`config.mk`:
```
export PLATFORM = sky130hd
export DESIGN_NAME = uart_wake_rx
export DESIGN_NICKNAME = d
export VERILOG_FILES = /design/src/rtl/uart_wake_rx_pkg.sv /design/src/rtl/uart_wake_rx_sync.sv /design/src/rtl/uart_wake_rx_baud.sv /design/src/rtl/uart_wake_rx_frame.sv /design/src/rtl/uart_wake_rx_fifo.sv /design/src/rtl/uart_wake_rx.sv
export SDC_FILE = /design/constraint.sdc
export NUM_CORES = 1
export LEC_CHECK = 0
export BUFFER_PORTS_ARGS = -buffer_cell sky130_fd_sc_hd__clkbuf_2
export CORE_MARGIN = 2
export CORE_UTILIZATION = 35
export DETAILED_ROUTE_END_ITERATION = 16
export PLACE_DENSITY = 0.62
export SLEW_MARGIN = 10
export SYNTH_ARGS = -nofsm -noshare
export SYNTH_HDL_FRONTEND = slang
export SYNTH_SLANG_ARGS = --single-unit
export TNS_END_PERCENT = 100
```
`constraint.sdc`:
```
create_clock -name clk_i -period 2.9 [get_ports clk_i]
set_clock_uncertainty 0.2 [all_clocks]
set_input_delay 0.435 -clock clk_i [delete_from_list [all_inputs] [get_ports clk_i]]
set_output_delay 0.435 -clock clk_i [all_outputs]
set_load 0.05 [all_outputs]
```
`src/rtl/uart_wake_rx_pkg.sv`:
```
package uart_wake_rx_pkg;
  localparam int unsigned DATA_MAX = 9;

  typedef enum logic [1:0] {ST_IDLE, ST_START, ST_DATA, ST_STOP} rx_state_e;

  typedef struct packed {
    logic                ferr;
    logic [DATA_MAX-1:0] data;
  } rx_word_t;
endpackage

```
`src/rtl/uart_wake_rx_sync.sv`:
```
module uart_wake_rx_sync #(
  parameter int unsigned STAGES = 2
) (
  input  logic clk_i,
  input  logic rst_ni,
  input  logic rx_i,
  output logic rx_o,
  output logic fall_o,
  output logic rise_o
);
  logic [STAGES-1:0] sh_q;
  logic              prev_q;

  always_ff @(posedge clk_i or negedge rst_ni) begin
    if (!rst_ni) begin
      sh_q   <= '1;
      prev_q <= 1'b1;
    end else begin
      sh_q   <= {sh_q[STAGES-2:0], rx_i};
      prev_q <= sh_q[STAGES-1];
    end
  end

  assign rx_o   = sh_q[STAGES-1];
  assign fall_o = prev_q & ~rx_o;
  assign rise_o = ~prev_q & rx_o;
endmodule

```
`src/rtl/uart_wake_rx_baud.sv`:
```
module uart_wake_rx_baud #(
  parameter int unsigned DIV_W = 16
) (
  input  logic             clk_i,
  input  logic             rst_ni,
  input  logic [DIV_W-1:0] div_i,
  input  logic             clr_i,
  output logic             tick_o
);
  logic [DIV_W-1:0] cnt_q;

  always_ff @(posedge clk_i or negedge rst_ni) begin
    if (!rst_ni)                       cnt_q <= '0;
    else if (clr_i || cnt_q == '0)     cnt_q <= div_i;
    else                               cnt_q <= cnt_q - 1'b1;
  end

  assign tick_o = (cnt_q == '0) && !clr_i;
endmodule

```
`src/rtl/uart_wake_rx_frame.sv`:
```
module uart_wake_rx_frame
  import uart_wake_rx_pkg::*;
#(
  parameter int unsigned OVS = 16
) (
  input  logic     clk_i,
  input  logic     rst_ni,
  input  logic     en_i,
  input  logic     nine_bit_i,
  input  logic     rx_i,
  input  logic     fall_i,
  input  logic     tick_i,
  output logic     clr_o,
  output logic     push_o,
  output rx_word_t word_o
);
  localparam int unsigned SUB_W = $clog2(OVS);
  localparam logic [SUB_W-1:0] SUB_MID = SUB_W'(OVS / 2 - 1);
  localparam logic [SUB_W-1:0] SUB_END = SUB_W'(OVS - 1);
  localparam int unsigned BIT_W = $clog2(DATA_MAX);

  rx_state_e           state_q;
  logic [SUB_W-1:0]    sub_q;
  logic [BIT_W-1:0]    bit_q;
  logic [DATA_MAX-1:0] sh_q;
  logic [BIT_W-1:0]    last_bit;

  assign last_bit = nine_bit_i ? BIT_W'(DATA_MAX - 1) : BIT_W'(DATA_MAX - 2);
  assign clr_o    = en_i && (state_q == ST_IDLE) && fall_i;

  always_ff @(posedge clk_i or negedge rst_ni) begin
    if (!rst_ni) begin
      state_q <= ST_IDLE;
      sub_q   <= '0;
      bit_q   <= '0;
      sh_q    <= '0;
      push_o  <= 1'b0;
      word_o  <= '0;
    end else begin
      push_o <= 1'b0;
      if (!en_i) begin
        state_q <= ST_IDLE;
        sub_q   <= '0;
      end else begin
        unique case (state_q)
          ST_IDLE: begin
            if (fall_i) begin
              state_q <= ST_START;
              sub_q   <= '0;
            end
          end
          ST_START: begin
            if (tick_i) begin
              if (sub_q == SUB_MID) begin
                sub_q   <= '0;
                bit_q   <= '0;
                state_q <= rx_i ? ST_IDLE : ST_DATA;  // false start rejected
              end else begin
                sub_q <= sub_q + 1'b1;
              end
            end
          end
          ST_DATA: begin
            if (tick_i) begin
              if (sub_q == SUB_END) begin
                sub_q <= '0;
                sh_q  <= {rx_i, sh_q[DATA_MAX-1:1]};
                if (bit_q == last_bit) state_q <= ST_STOP;
                else                   bit_q   <= bit_q + 1'b1;
              end else begin
                sub_q <= sub_q + 1'b1;
              end
            end
          end
          ST_STOP: begin
            if (tick_i) begin
              if (sub_q == SUB_END) begin
                sub_q       <= '0;
                push_o      <= 1'b1;
                word_o.ferr <= ~rx_i;
                word_o.data <= nine_bit_i ? sh_q : {1'b0, sh_q[DATA_MAX-1:1]};
                state_q     <= ST_IDLE;
              end else begin
                sub_q <= sub_q + 1'b1;
              end
            end
          end
          default: state_q <= ST_IDLE;
        endcase
      end
    end
  end
endmodule

```
`src/rtl/uart_wake_rx_fifo.sv`:
```
module uart_wake_rx_fifo
  import uart_wake_rx_pkg::*;
#(
  parameter int unsigned DEPTH = 2,
  localparam int unsigned PTR_W = (DEPTH > 1) ? $clog2(DEPTH) : 1,
  localparam int unsigned CNT_W = $clog2(DEPTH + 1)
) (
  input  logic             clk_i,
  input  logic             rst_ni,
  input  logic             push_i,
  input  rx_word_t         word_i,
  input  logic             pop_i,
  output rx_word_t         head_o,
  output logic             empty_o,
  output logic             full_o,
  output logic [CNT_W-1:0] count_o
);
  rx_word_t         mem_q [DEPTH];
  logic [PTR_W-1:0] wr_q, rd_q;
  logic [CNT_W-1:0] cnt_q;
  logic             do_wr, do_rd;

  function automatic logic [PTR_W-1:0] ptr_next(input logic [PTR_W-1:0] p);
    return (p == PTR_W'(DEPTH - 1)) ? '0 : p + 1'b1;
  endfunction

  assign empty_o = (cnt_q == '0);
  assign full_o  = (cnt_q == CNT_W'(DEPTH));
  assign do_rd   = pop_i && !empty_o;
  assign do_wr   = push_i && (!full_o || do_rd);

  always_ff @(posedge clk_i or negedge rst_ni) begin
    if (!rst_ni) begin
      wr_q  <= '0;
      rd_q  <= '0;
      cnt_q <= '0;
      for (int i = 0; i < DEPTH; i++) mem_q[i] <= '0;
    end else begin
      if (do_wr) begin
        mem_q[wr_q] <= word_i;
        wr_q        <= ptr_next(wr_q);
      end
      if (do_rd) rd_q <= ptr_next(rd_q);
      cnt_q <= cnt_q + CNT_W'(do_wr) - CNT_W'(do_rd);
    end
  end

  assign head_o  = mem_q[rd_q];
  assign count_o = cnt_q;
endmodule

```
`src/rtl/uart_wake_rx.sv`:
```
module uart_wake_rx
  import uart_wake_rx_pkg::*;
#(
  parameter int unsigned DIV_W       = 16,
  parameter int unsigned FIFO_DEPTH  = 2,
  parameter int unsigned SYNC_STAGES = 2,
  parameter int unsigned OVS         = 16
) (
  input  logic                clk_i,
  input  logic                rst_ni,
  input  logic                rx_i,
  input  logic [DIV_W-1:0]    baud_div_i,
  input  logic                rx_en_i,
  input  logic                nine_bit_i,
  input  logic                wake_set_i,
  input  logic                rd_i,
  output logic [DATA_MAX-1:0] rd_data_o,
  output logic                frame_err_o,
  output logic                rx_valid_o,
  output logic                overrun_o,
  output logic                irq_o,
  output logic                wake_armed_o
);
  localparam int unsigned CNT_W = $clog2(FIFO_DEPTH + 1);

  logic             rx_s, rx_fall, rx_rise;
  logic             baud_clr, baud_tick;
  logic             frm_en, frm_push;
  rx_word_t         frm_word, head;
  logic             fifo_push, fifo_pop, fifo_empty, fifo_full;
  logic [CNT_W-1:0] fifo_cnt;
  logic             overrun_q;
  logic             wake_armed_q, wake_seen_q, wake_pend_q;

  uart_wake_rx_sync #(.STAGES(SYNC_STAGES)) u_sync (
    .clk_i, .rst_ni, .rx_i,
    .rx_o(rx_s), .fall_o(rx_fall), .rise_o(rx_rise)
  );

  uart_wake_rx_baud #(.DIV_W(DIV_W)) u_baud (
    .clk_i, .rst_ni, .div_i(baud_div_i), .clr_i(baud_clr), .tick_o(baud_tick)
  );

  assign frm_en = rx_en_i && !wake_armed_q;

  uart_wake_rx_frame #(.OVS(OVS)) u_frame (
    .clk_i, .rst_ni, .en_i(frm_en), .nine_bit_i, .rx_i(rx_s), .fall_i(rx_fall),
    .tick_i(baud_tick), .clr_o(baud_clr), .push_o(frm_push), .word_o(frm_word)
  );

  assign fifo_pop  = rd_i && !fifo_empty;
  assign fifo_push = frm_push && !overrun_q;

  uart_wake_rx_fifo #(.DEPTH(FIFO_DEPTH)) u_fifo (
    .clk_i, .rst_ni, .push_i(fifo_push), .word_i(frm_word), .pop_i(fifo_pop),
    .head_o(head), .empty_o(fifo_empty), .full_o(fifo_full), .count_o(fifo_cnt)
  );

  always_ff @(posedge clk_i or negedge rst_ni) begin
    if (!rst_ni)                                       overrun_q <= 1'b0;
    else if (!rx_en_i)                                 overrun_q <= 1'b0;
    else if (frm_push && fifo_full && !fifo_pop)       overrun_q <= 1'b1;
  end

  // Wake mode: edge-driven, independent of the baud tick
  always_ff @(posedge clk_i or negedge rst_ni) begin
    if (!rst_ni) begin
      wake_armed_q <= 1'b0;
      wake_seen_q  <= 1'b0;
      wake_pend_q  <= 1'b0;
    end else begin
      if (!wake_armed_q) begin
        if (wake_set_i) begin
          wake_armed_q <= 1'b1;
          wake_seen_q  <= 1'b0;
        end
      end else if (!wake_seen_q && rx_fall) begin
        wake_seen_q <= 1'b1;
      end else if (wake_seen_q && rx_rise) begin
        wake_armed_q <= 1'b0;
        wake_seen_q  <= 1'b0;
      end

      if (wake_armed_q && !wake_seen_q && rx_fall) wake_pend_q <= 1'b1;
      else if (rd_i)                               wake_pend_q <= 1'b0;
    end
  end

  assign rd_data_o    = fifo_empty ? '0 : head.data;
  assign frame_err_o  = !fifo_empty && head.ferr;
  assign rx_valid_o   = !fifo_empty;
  assign overrun_o    = overrun_q;
  assign irq_o        = !fifo_empty || wake_pend_q;
  assign wake_armed_o = wake_armed_q;
endmodule

```
# ---- Word level (Yosys, flattened, before mapping)
# Cells that the tools add are included.
dict set report word_totals {
  elab_cells 151
  reg_bits 77
}
dict set report classes {
  n_addsub 7
  n_lt_le_gt_ge 3
  reduce_logical 39
  bitwise 6
  n_mux 52
  n_eq_ne 23
}
# operator count
set ops {}
lappend ops {{$mux 4} 12}
lappend ops {{$mux 10} 4}
lappend ops {{$ne 3x3->1 const B} 9}
lappend ops {{$bwmux 20} 1}
lappend ops {{$mux 2} 10}
lappend ops {{$mux 1} 18}
lappend ops {{$mux 9} 2}
lappend ops {{$logic_and 1x1->1} 16}
lappend ops {{$logic_not 16->1} 1}
lappend ops {{$mux 16} 1}
lappend ops {{$sub 16x1->16 const B} 1}
lappend ops {{$pmux 4 s3} 1}
lappend ops {{$demux 10 s1} 1}
lappend ops {{$add 4x1->4 const B} 2}
lappend ops {{$pmux 2 s4} 1}
lappend ops {{$pmux 4 s2} 1}
lappend ops {{$reduce_and 4->1} 2}
lappend ops {{$reduce_and 8->1} 1}
lappend ops {{$logic_not 1->1} 7}
lappend ops {{$reduce_and 7->1} 1}
lappend ops {{$eq 2x2->1 const B} 3}
lappend ops {{$ne 2x1->1 const B} 3}
lappend ops {{$ne 2x2->1 const B} 3}
lappend ops {{$reduce_bool 2->1} 3}
lappend ops {{other kinds (18)} 26}

# ---- Logic depth before layout (Yosys ltp)
# Gate-level depths: netlist of run 1.
dict set report depth {
  depth_word 9
  mapped_depth 7
  ltp_nobuf 7
}

# ---- Cells and area by module
# From an unflattened synthesis of run 1, not the netlist that was laid out.
dict set report unflattened {
  cells_unflattened 341
  hier_area_um2 3896.2
}
# module area_each_um2 seq_area_each_um2 cells_per_inst n_inst
set modules_own_cells {}
lappend modules_own_cells {uart_wake_rx_frame 1517.7 750.7 138 1}
lappend modules_own_cells {uart_wake_rx_fifo 1098.6 600.6 75 1}
lappend modules_own_cells {uart_wake_rx_baud 925.9 400.4 92 1}
lappend modules_own_cells {uart_wake_rx 260.2 100.1 31 1}
lappend modules_own_cells {uart_wake_rx_sync 93.8 78.8 5 1}

# ---- Worst setup path before layout of run 1
# OpenSTA, ideal clock, no wires.
dict set report synth_path {
  kind {flip-flop to flip-flop}
  startpoint {register wake_armed_q (netlist: wake_armed_o)}
  endpoint {register u_frame.bit_q[0]}
  arrival_ns 2.285
  path_slack_ns 0.296
  required_time_ns 2.581
  path_stages_with_launch 7
  cell_sequence {dfrtp_1 -> nand2b_4 -> buf_6 -> or4_1 -> or4_4 -> or2_4 -> a21o_2}
}
dict set report synth_between {
  elab_chain_len 8
  word_cells_on_any_way 9
}
# item line
set synth_rtl {}
lappend synth_rtl {{start: declaration} uart_wake_rx.sv:33} ;# logic wake_armed_q, wake_seen_q, wake_pend_q;
lappend synth_rtl {{start signal: assignment} uart_wake_rx.sv:68} ;# wake_armed_q <= 1'b0;
lappend synth_rtl {{start signal: assignment} uart_wake_rx.sv:74} ;# wake_armed_q <= 1'b1;
lappend synth_rtl {{start signal: assignment} uart_wake_rx.sv:80} ;# wake_armed_q <= 1'b0;
lappend synth_rtl {{$logic_not 1->1 (*)} --}
lappend synth_rtl {{$logic_and 1x1->1 (*)} uart_wake_rx.sv:44} ;# assign frm_en = rx_en_i && !wake_armed_q;
lappend synth_rtl {{$logic_and 1x1->1 (2 in series)} uart_wake_rx_frame.sv:29} ;# assign clr_o = en_i && (state_q == ST_IDLE) && fall_i;
lappend synth_rtl {{$logic_not 1->1} uart_wake_rx_baud.sv:18} ;# assign tick_o = (cnt_q == '0) && !clr_i;
lappend synth_rtl {{$logic_and 1x1->1} uart_wake_rx_baud.sv:18}
lappend synth_rtl {{$ne 2x2->1 (no source line)} --}
lappend synth_rtl {{$reduce_and 7->1 (no source line) (*)} --}
lappend synth_rtl {{end signal: assignment} uart_wake_rx_frame.sv:69} ;# else bit_q <= bit_q + 1'b1;
lappend synth_rtl {{end: declaration} uart_wake_rx_frame.sv:24} ;# logic [BIT_W-1:0] bit_q;
# Mark *: on every way between the ends. The rest lies on a longest branch, timed or not.
# A chain may end at the register's enable or synchronous reset.

# ---- Worst setup path in the final report of run 1
dict set report layout_path {
  startpoint {register u_baud.cnt_q[4]}
  endpoint {register u_frame.word_o[6] (netlist name)}
}
dict set report layout_between {
  elab_chain_len 3
}
# item line
set layout_rtl {}
lappend layout_rtl {{start: declaration} uart_wake_rx_baud.sv:10} ;# logic [DIV_W-1:0] cnt_q;
lappend layout_rtl {{start signal: assignment} uart_wake_rx_baud.sv:14} ;# else if (clr_i || cnt_q == '0) cnt_q <= div_i;
lappend layout_rtl {{start signal: assignment} uart_wake_rx_baud.sv:15} ;# else cnt_q <= cnt_q - 1'b1;
lappend layout_rtl {{$logic_not 16->1} uart_wake_rx_baud.sv:18}
lappend layout_rtl {{$logic_and 1x1->1} uart_wake_rx_baud.sv:18}
lappend layout_rtl {{$reduce_and 4->1 (no source line)} --}
lappend layout_rtl {{end: declaration} uart_wake_rx_frame.sv:15} ;# output rx_word_t word_o
# Every way passes these cells.

==> results.yml, run 1 <==
outcome:
  outcome: "completed"
sta:
  fmax_mhz: 386
  tightest_slew_ps: 944
  setup_viol: 0
  slew_headroom: 0.371
  rsz0062_at_grt: "no"
  fin_crit_sh: 0.892
  fin_tns_setup_ps: 0
  post-route-min-period_ps: 2590
  holdWs_ps: 19.7
  drv_slew: 0
  hold_viol_final: 0
critical_path:
  critPathKind: "register to register"
  r2r_cells: 5
  rrSetupSlack_ps: 310
  cpPeakStageDelay_ps: 680
  r2r-start: "u_baud.cnt_q[4]$_DFF_PN0_"
  end_kind: "register"
  required_ps: 2940
  r2r-end: "u_frame.word_o[6]$_DFFE_PN0P_"
  start_kind: "register"
  path_delay_family: "simple AND/OR/NAND/NOR gates"
  crit_fanout: 10
  critPathSlowestCell: "or4_1"
  cp_data_arrival_time_ps: 2630
  crit_chain: "or3_4, or4_1, nor2_8, nand4_4, mux2_2"
  crit_buf_inv: 0
yosys:
  synth_edf_count: 0
  synth_fp_nets: 368
  synth_area_um2: 3800
  ys_seq_elements: 77
  synth.distinct_cells: 54
  yosys_most_used_dff: "dfrtp_1"
  netlist_instances: 339
  synth_warnings: 0
  yosysTopAreaCellShare: 0.487
  synth_top_area_cell: "dfrtp_1"
  ys_async_sr_fraction: 1.00
  seq_area_frac_synth: 0.508
  postSynthAreaPerCell_um2: 11.2
  netlist_top_cells_area: "dfrtp_1, mux2_2, mux2i_1"
global_routing:
  grt_pass1_wl_um: 12000
  grt_pass1_vias: 2554
  grt_overflow: 0
  grt_usage: 0.130
  antenna_found_initial: 0
  grt_max_degree: 78
power:
  swShare: 0.333
  p_leak_uw: 0.00205
  pwr-share-seq: 0.516
  internal-power_uw: 1790
  p_per_area_nw_per_um2: 624
  p_sw_uw: 894
  p_clk_frac: 0.276
  ir_drop_mv: 0.336
  power_frac_comb: 0.208
  power_uw: 2690
detailed_routing:
  ant_nets: 0
  route.met2.wl_um: 3010
  avgViaCountPerCell: 4.85
  wl_met1_um: 3370
  vias: 2539
  wl_met3_um: 315
  first_iter_violations: 169
  routed_wl_um: 6780
  wire_per_inst_um: 13.0
  drcViolationCount: 0
  top_layer: "met4"
  drtPass1Iterations: 4
die:
  die_area_um2: 11700
  die_y_um: 108
  rows: 38
  dieWidth_um: 108
  initial_core_util: 0.355
  core-area_um2: 10700
  io_pins: 37
cells_and_area:
  final_nets: 407
  diodes: 0
  final_cells: 523
  area_growth_syn_to_layout_pct: 13.4
  nFillCells: 1036
  drive_above_1_share: 0.295
worst_hold_path:
  hold_path_class: "input port to async pin"
run:
  max_cap_violations: 0
cts:
  cts_tree: "yes"
  clock_latency_ps: 350
  cts_buffers: 9
  h-tree-depth: 3
  path_clk_slew_ps: 80
  clock_sinks: 77
  cts-root-buf: "clkbuf_8"
  post-cts-setup-buffer-count: 0
  cts_buffer_depth: 2
  cts_resized: 0
place:
  place_congestion: 0.809
  io_buffers: 36
  hpwl_um: 4750
  post-place-cells: 506
==> power by group through the flow <==
stage | Combinational (µW) | Sequential (µW) | Clock [µW]
after floorplan | 455 | 1350 | 0
after global placement | 550 | 1400 | 0
after detailed placement | 567 | 1410 | 0
after CTS | 571 | 1390 | 777
after global routing | 637 | 1410 | 825
final | 558 | 1390 | 743
==> synthesized netlist by cell type, drive strengths merged (3+ instances only) <==
master / number
and3: 3
buf: 7
clkbuf: 6
dfrtp: 74
dfstp: 3
ha: 6
inv: 13
mux2: 43
mux2i: 13
nand2: 26
nand2b: 5
nand3: 7
nand4: 4
nor2: 29
nor2b: 5
nor3: 9
nor4: 3
o21ai: 27
o31ai: 4
or3: 3
or4: 3
xnor2: 14
xor2: 3
==> how the worst max path moves through the flow <==
stage                                   start                            end  slack, ps  cells past startpoint
CTS                 u_baud.cnt_q[4]$_DFF_PN0_  u_frame.word_o[6]$_DFFE_PN0P_        280                      5
global route        u_baud.cnt_q[4]$_DFF_PN0_  u_frame.word_o[3]$_DFFE_PN0P_        190                      5
floorplan              wake_armed_o$_DFF_PN0_   u_frame.bit_q[0]$_DFFE_PN0P_        300                      6
global placement    u_baud.cnt_q[4]$_DFF_PN0_  u_frame.word_o[4]$_DFFE_PN0P_        330                      5
detailed placement  u_baud.cnt_q[4]$_DFF_PN0_  u_frame.word_o[6]$_DFFE_PN0P_        280                      5
finish              u_baud.cnt_q[4]$_DFF_PN0_  u_frame.word_o[6]$_DFFE_PN0P_        310                      5
==> placed cells by master, fill, tap and decap left out, types with 3 or more instances in the layout <==
master / Yosys / routed
dfrtp_1: 74 / 74
mux2_2: 43 / 43
clkbuf_2: 1 / 35
nor2_1: 28 / 28
nand2_1: 26 / 26
o21ai_0: 25 / 25
xnor2_1: 14 / 14
inv_1: 13 / 13
mux2i_1: 13 / 13
nor3_1: 9 / 9
clkbuf_8: 0 / 9
nand3_1: 7 / 7
ha_1: 6 / 6
nor2b_1: 5 / 5
buf_4: 1 / 5
o31ai_1: 4 / 4
nand2b_1: 4 / 4
inv_6: 0 / 4
nor4_1: 3 / 3
xor2_1: 3 / 3
and3_1: 3 / 3
dfstp_2: 3 / 3
==> per-stage QoR <==
step            util  worst slack [ps]  area (µm²)
5_1_grt        0.403               192        4310
3_3_place_gp   0.385               334        4120
2_1_floorplan      -               296        3800
4_1_cts        0.403               281        4310
3_5_place_dp   0.385               283        4120
6_report       0.403               312        4310
==> metal layers <==
layer / vias up / GRT usage
li1: 1272 / -
met1: 1204 / 0.174
met2: 53 / 0.199
met3: 10 / 0.0464
met4: 0 / 0.0394
met5: - / 0
==> worst reg2reg max path: stages, from the launching register on <==
cell and delay (ps):
dfrtp_1 410, or3_4 400, or4_1 680, nor2_8 240, nand4_4 210, mux2_2 340
==> flip-flops by register name, summed over array words and instances (netlist names), 2 cells and up <==
signal,count
u_fifo.mem_q,20
u_baud.cnt_q,16
u_frame.word_o,10
u_frame.sh_q,9
u_frame.bit_q,4
u_frame.sub_q,4
u_fifo.count_o,2
u_frame.state_q,2
u_sync.sh_q,2
==> cell type report <==
type / instances / area [µm²] / share of cell area
clock buffers: 9 / 124 / 0.0288
clock inverters: 7 / 55.1 / 0.0128
inverters: 13 / 48.8 / 0.0113
repair buffers: 41 / 223 / 0.0517
flip-flops and latches: 77 / 1930 / 0.448
multi-input cells: 236 / 1750 / 0.407
well taps: 140 / 175 / 0.0407
==> repair_timing <==
item | CTS | global route
hold buffers | 1 | 0
hold endpoints to repair | 1 | 0
endpoints found under the setup margin | 0 | 0
==> cells by family (layout without fill, tap and decap cells) <==
family,count (synthesis),in the layout,synth area share
simple gates,109,109,0.160
mux,56,56,0.162
flops,77,77,0.508
compound gates,48,48,0.0790
fa+ha+maj,6,6,0.0198
buf+inv,26,70,0.0319
xor+xnor,17,17,0.0392
(Power assumes the default switching activity.)
==> run 2, diff against run 1 <==
- ABC_AREA: default -> 1
- CORE_UTILIZATION: 35 -> 50
- PLACE_DENSITY: 0.62 -> 0.79
==> results.yml, run 2 <==
critical_path:
  cp.depth: 4
  cpPeakStageDelay_ps: 580
  end_kind: "output pin"
  cp_data_arrival_time_ps: 1760
  crit_fanout: 12
  critPathSlowestCell: "dfrtp_1"
  critPathKind: "register to output pin"
  required_ps: 2270
  crit_buf_inv: 2
  r2r_cells: 8
  crit_chain: "clkinv_1, nand2_1, a21oi_1, clkbuf_2"
  start_kind: "register"
  path_delay_family: "buffers and inverters"
die:
  io_pins: 37
  die_y_um: 93.5
  die_area_um2: 8750
  rows: 32
  core-area_um2: 7730
  dieWidth_um: 93.5
  initial_core_util: 0.519
cells_and_area:
  multi_input_area_um2: 1800
  final_cell_mix: "nand2_1, dfrtp_1, inv_1"
  drive_above_1_share: 0.191
  postLayoutCoreUtil: 0.582
  final_common_cell: "nand2_1"
  regArea_um2: 1930
  regMostFlops: "u_fifo.mem_q"
  reg_top3: "u_fifo.mem_q x20, u_baud.cnt_q x16, u_frame.word_o x10"
  area_growth_syn_to_layout_pct: 12.1
  design_area_um2: 4490
  largest_reg_flops: 20
  nFillCells: 662
  diodes: 0
  final_nets: 562
yosys:
  yosys.area_share.adder: 0.0187
  postSynthAreaPerCell_um2: 8.08
  seq_area_frac_synth: 0.482
  synth.most_common_cell: "nand2_1"
  synth.distinct_cells: 36
  ys_seq_elements: 77
  synth_simple_gate_area_frac: 0.285
  yosys_most_used_dff: "dfrtp_1"
  synth_top_area_cell: "dfrtp_1"
  synth_warnings: 0
  synthMuxAreaShare: 0
  synth_edf_count: 0
  synth_fp_nets: 525
  ys_async_sr_fraction: 1.00
  synth-compound-area-share: 0.113
  synth_area_um2: 4010
  netlist_top_cells_area: "dfrtp_1, nand2_1, o21ai_0"
  synth_top_family_by_area: "simple AND/OR/NAND/NOR gates"
  synth_common_cells: "nand2_1, dfrtp_1, inv_1"
  netlist_instances: 496
  synth_xor_area_frac: 0.0328
  yosysTopAreaCellShare: 0.462
sta:
  post-route-min-period_ps: 2400
  setup_slack_ps: 502
  hold_viol_final: 0
  setup_viol: 0
  drv_slew: 0
  fin_tns_setup_ps: 0
  fmax_mhz: 417
  tightest_slew_ps: 959
  rsz0062_at_grt: "no"
  slew_headroom: 0.361
  fin_crit_sh: 0.827
worst_hold_path:
  hold_path_class: "input port to async pin"
global_routing:
  antenna_found_initial: 0
  grt_pass1_wl_um: 13700
  grt_usage: 0.198
  grt_max_degree: 78
  grt_overflow: 0
  grt_pass1_vias: 3054
place:
  io_buffers: 36
  hpwl_um: 5430
  placed_cell_area_um2: 4260
  place_congestion: 0.824
  post-place-ws_ps: 855
power:
  ir_drop_mv: 0.306
  p_per_area_nw_per_um2: 696
  p_leak_uw: 0.00209
cts:
  cts_tree: "yes"
  cts_buffers: 9
  post-cts-setup-buffer-count: 0
  h-tree-depth: 3
  path_clk_slew_ps: 90
  cts_buffer_depth: 2
  clock_latency_ps: 370
  cts-root-buf: "clkbuf_8"
  clock_sinks: 77
detailed_routing:
  vias: 3219
  ant_nets: 0
  routed_wl_um: 7860
  drcViolationCount: 0
  first_iter_violations: 120
  avgViaCountPerCell: 5.03
  drtPass1Iterations: 4
  wire_per_inst_um: 12.3
outcome:
  outcome: "completed"
run:
  max_cap_violations: 0
[run 2: cell type report]
| class | count | area share |
|---|---|---|
| Tap cell | 102 | 0.0284 |
| Sequential cell | 77 | 0.430 |
| Multi-Input combinational cell | 353 | 0.401 |
| Timing Repair Buffer | 38 | 0.0445 |
| Inverter | 54 | 0.0457 |
| Clock buffer | 9 | 0.0276 |
| Clock inverter | 7 | 0.0234 |
[run 2: logic make-up (layout without fill, tap and decap cells)]
logic type / after synthesis / count (layout)
AO/OA/AOI/OAI: 77 / 77
XOR/XNOR: 15 / 15
buffers and inverters: 66 / 108
adder cells (fa/ha/maj): 6 / 6
AND/OR/NAND/NOR: 255 / 255
flip-flops: 77 / 77
[run 2: metrics by stage]
step | std cells | hold WS, ps | total power, µW
6_report | 640 | 4.91 | 3130
5_1_grt | 640 | 82.3 | 3320
4_1_cts | 640 | 55.0 | 3140
3_5_place_dp | 623 | 157 | 2200
3_3_place_gp | 623 | 155 | 2160
2_1_floorplan | 496 | -60.6 | 1990
[run 2: repair_timing]
action | 4_1_cts | 5_1_grt
hold buffers | 1 | 0
endpoints found under the hold margin | 1 | 0
gates resized for setup | 0 | 0
endpoints found under the setup margin | 0 | 0
[run 2: path summary, 6_finish.rpt]
| check | from | to | slack [ps] |
|---|---|---|---|
| min in group clk_i | baud_div_i[11] | u_baud.cnt_q[11]$_DFF_PN0_ | 70 |
| worst max register to register | u_baud.cnt_q[0]$_DFF_PN0_ | u_baud.cnt_q[2]$_DFF_PN0_ | 860 |
| worst min register to register | u_sync.sh_q[0]$_DFF_PN1_ | u_sync.sh_q[1]$_DFF_PN1_ | 170 |
| worst max-delay path | u_fifo.rd_q$_DFFE_PN0N_ | rd_data_o[8] | 500 |
| max in group asynchronous | rst_ni | u_fifo.mem_q[6]$_DFFE_PN0P_ | 1870 |
| worst min-delay path | rst_ni | u_baud.cnt_q[2]$_DFF_PN0_ | 5 |
[run 2: routing by layer]
metal | vias to the layer above | part of all wire | track usage | wire (µm)
met5 | - | 0 | 0 | 0
met4 | 0 | 0.011 | 0.0833 | 84
met1 | 1503 | 0.48 | 0.271 | 3760
met2 | 62 | 0.47 | 0.319 | 3700
met3 | 7 | 0.040 | 0.0266 | 314
li1 | 1647 | - | - | -
[run 2: power breakdown]
group / internal, µW / switching (µW)
logic: 275 / 507
clock network: 498 / 447
registers: 1230 / 171
total: 2000 / 1120
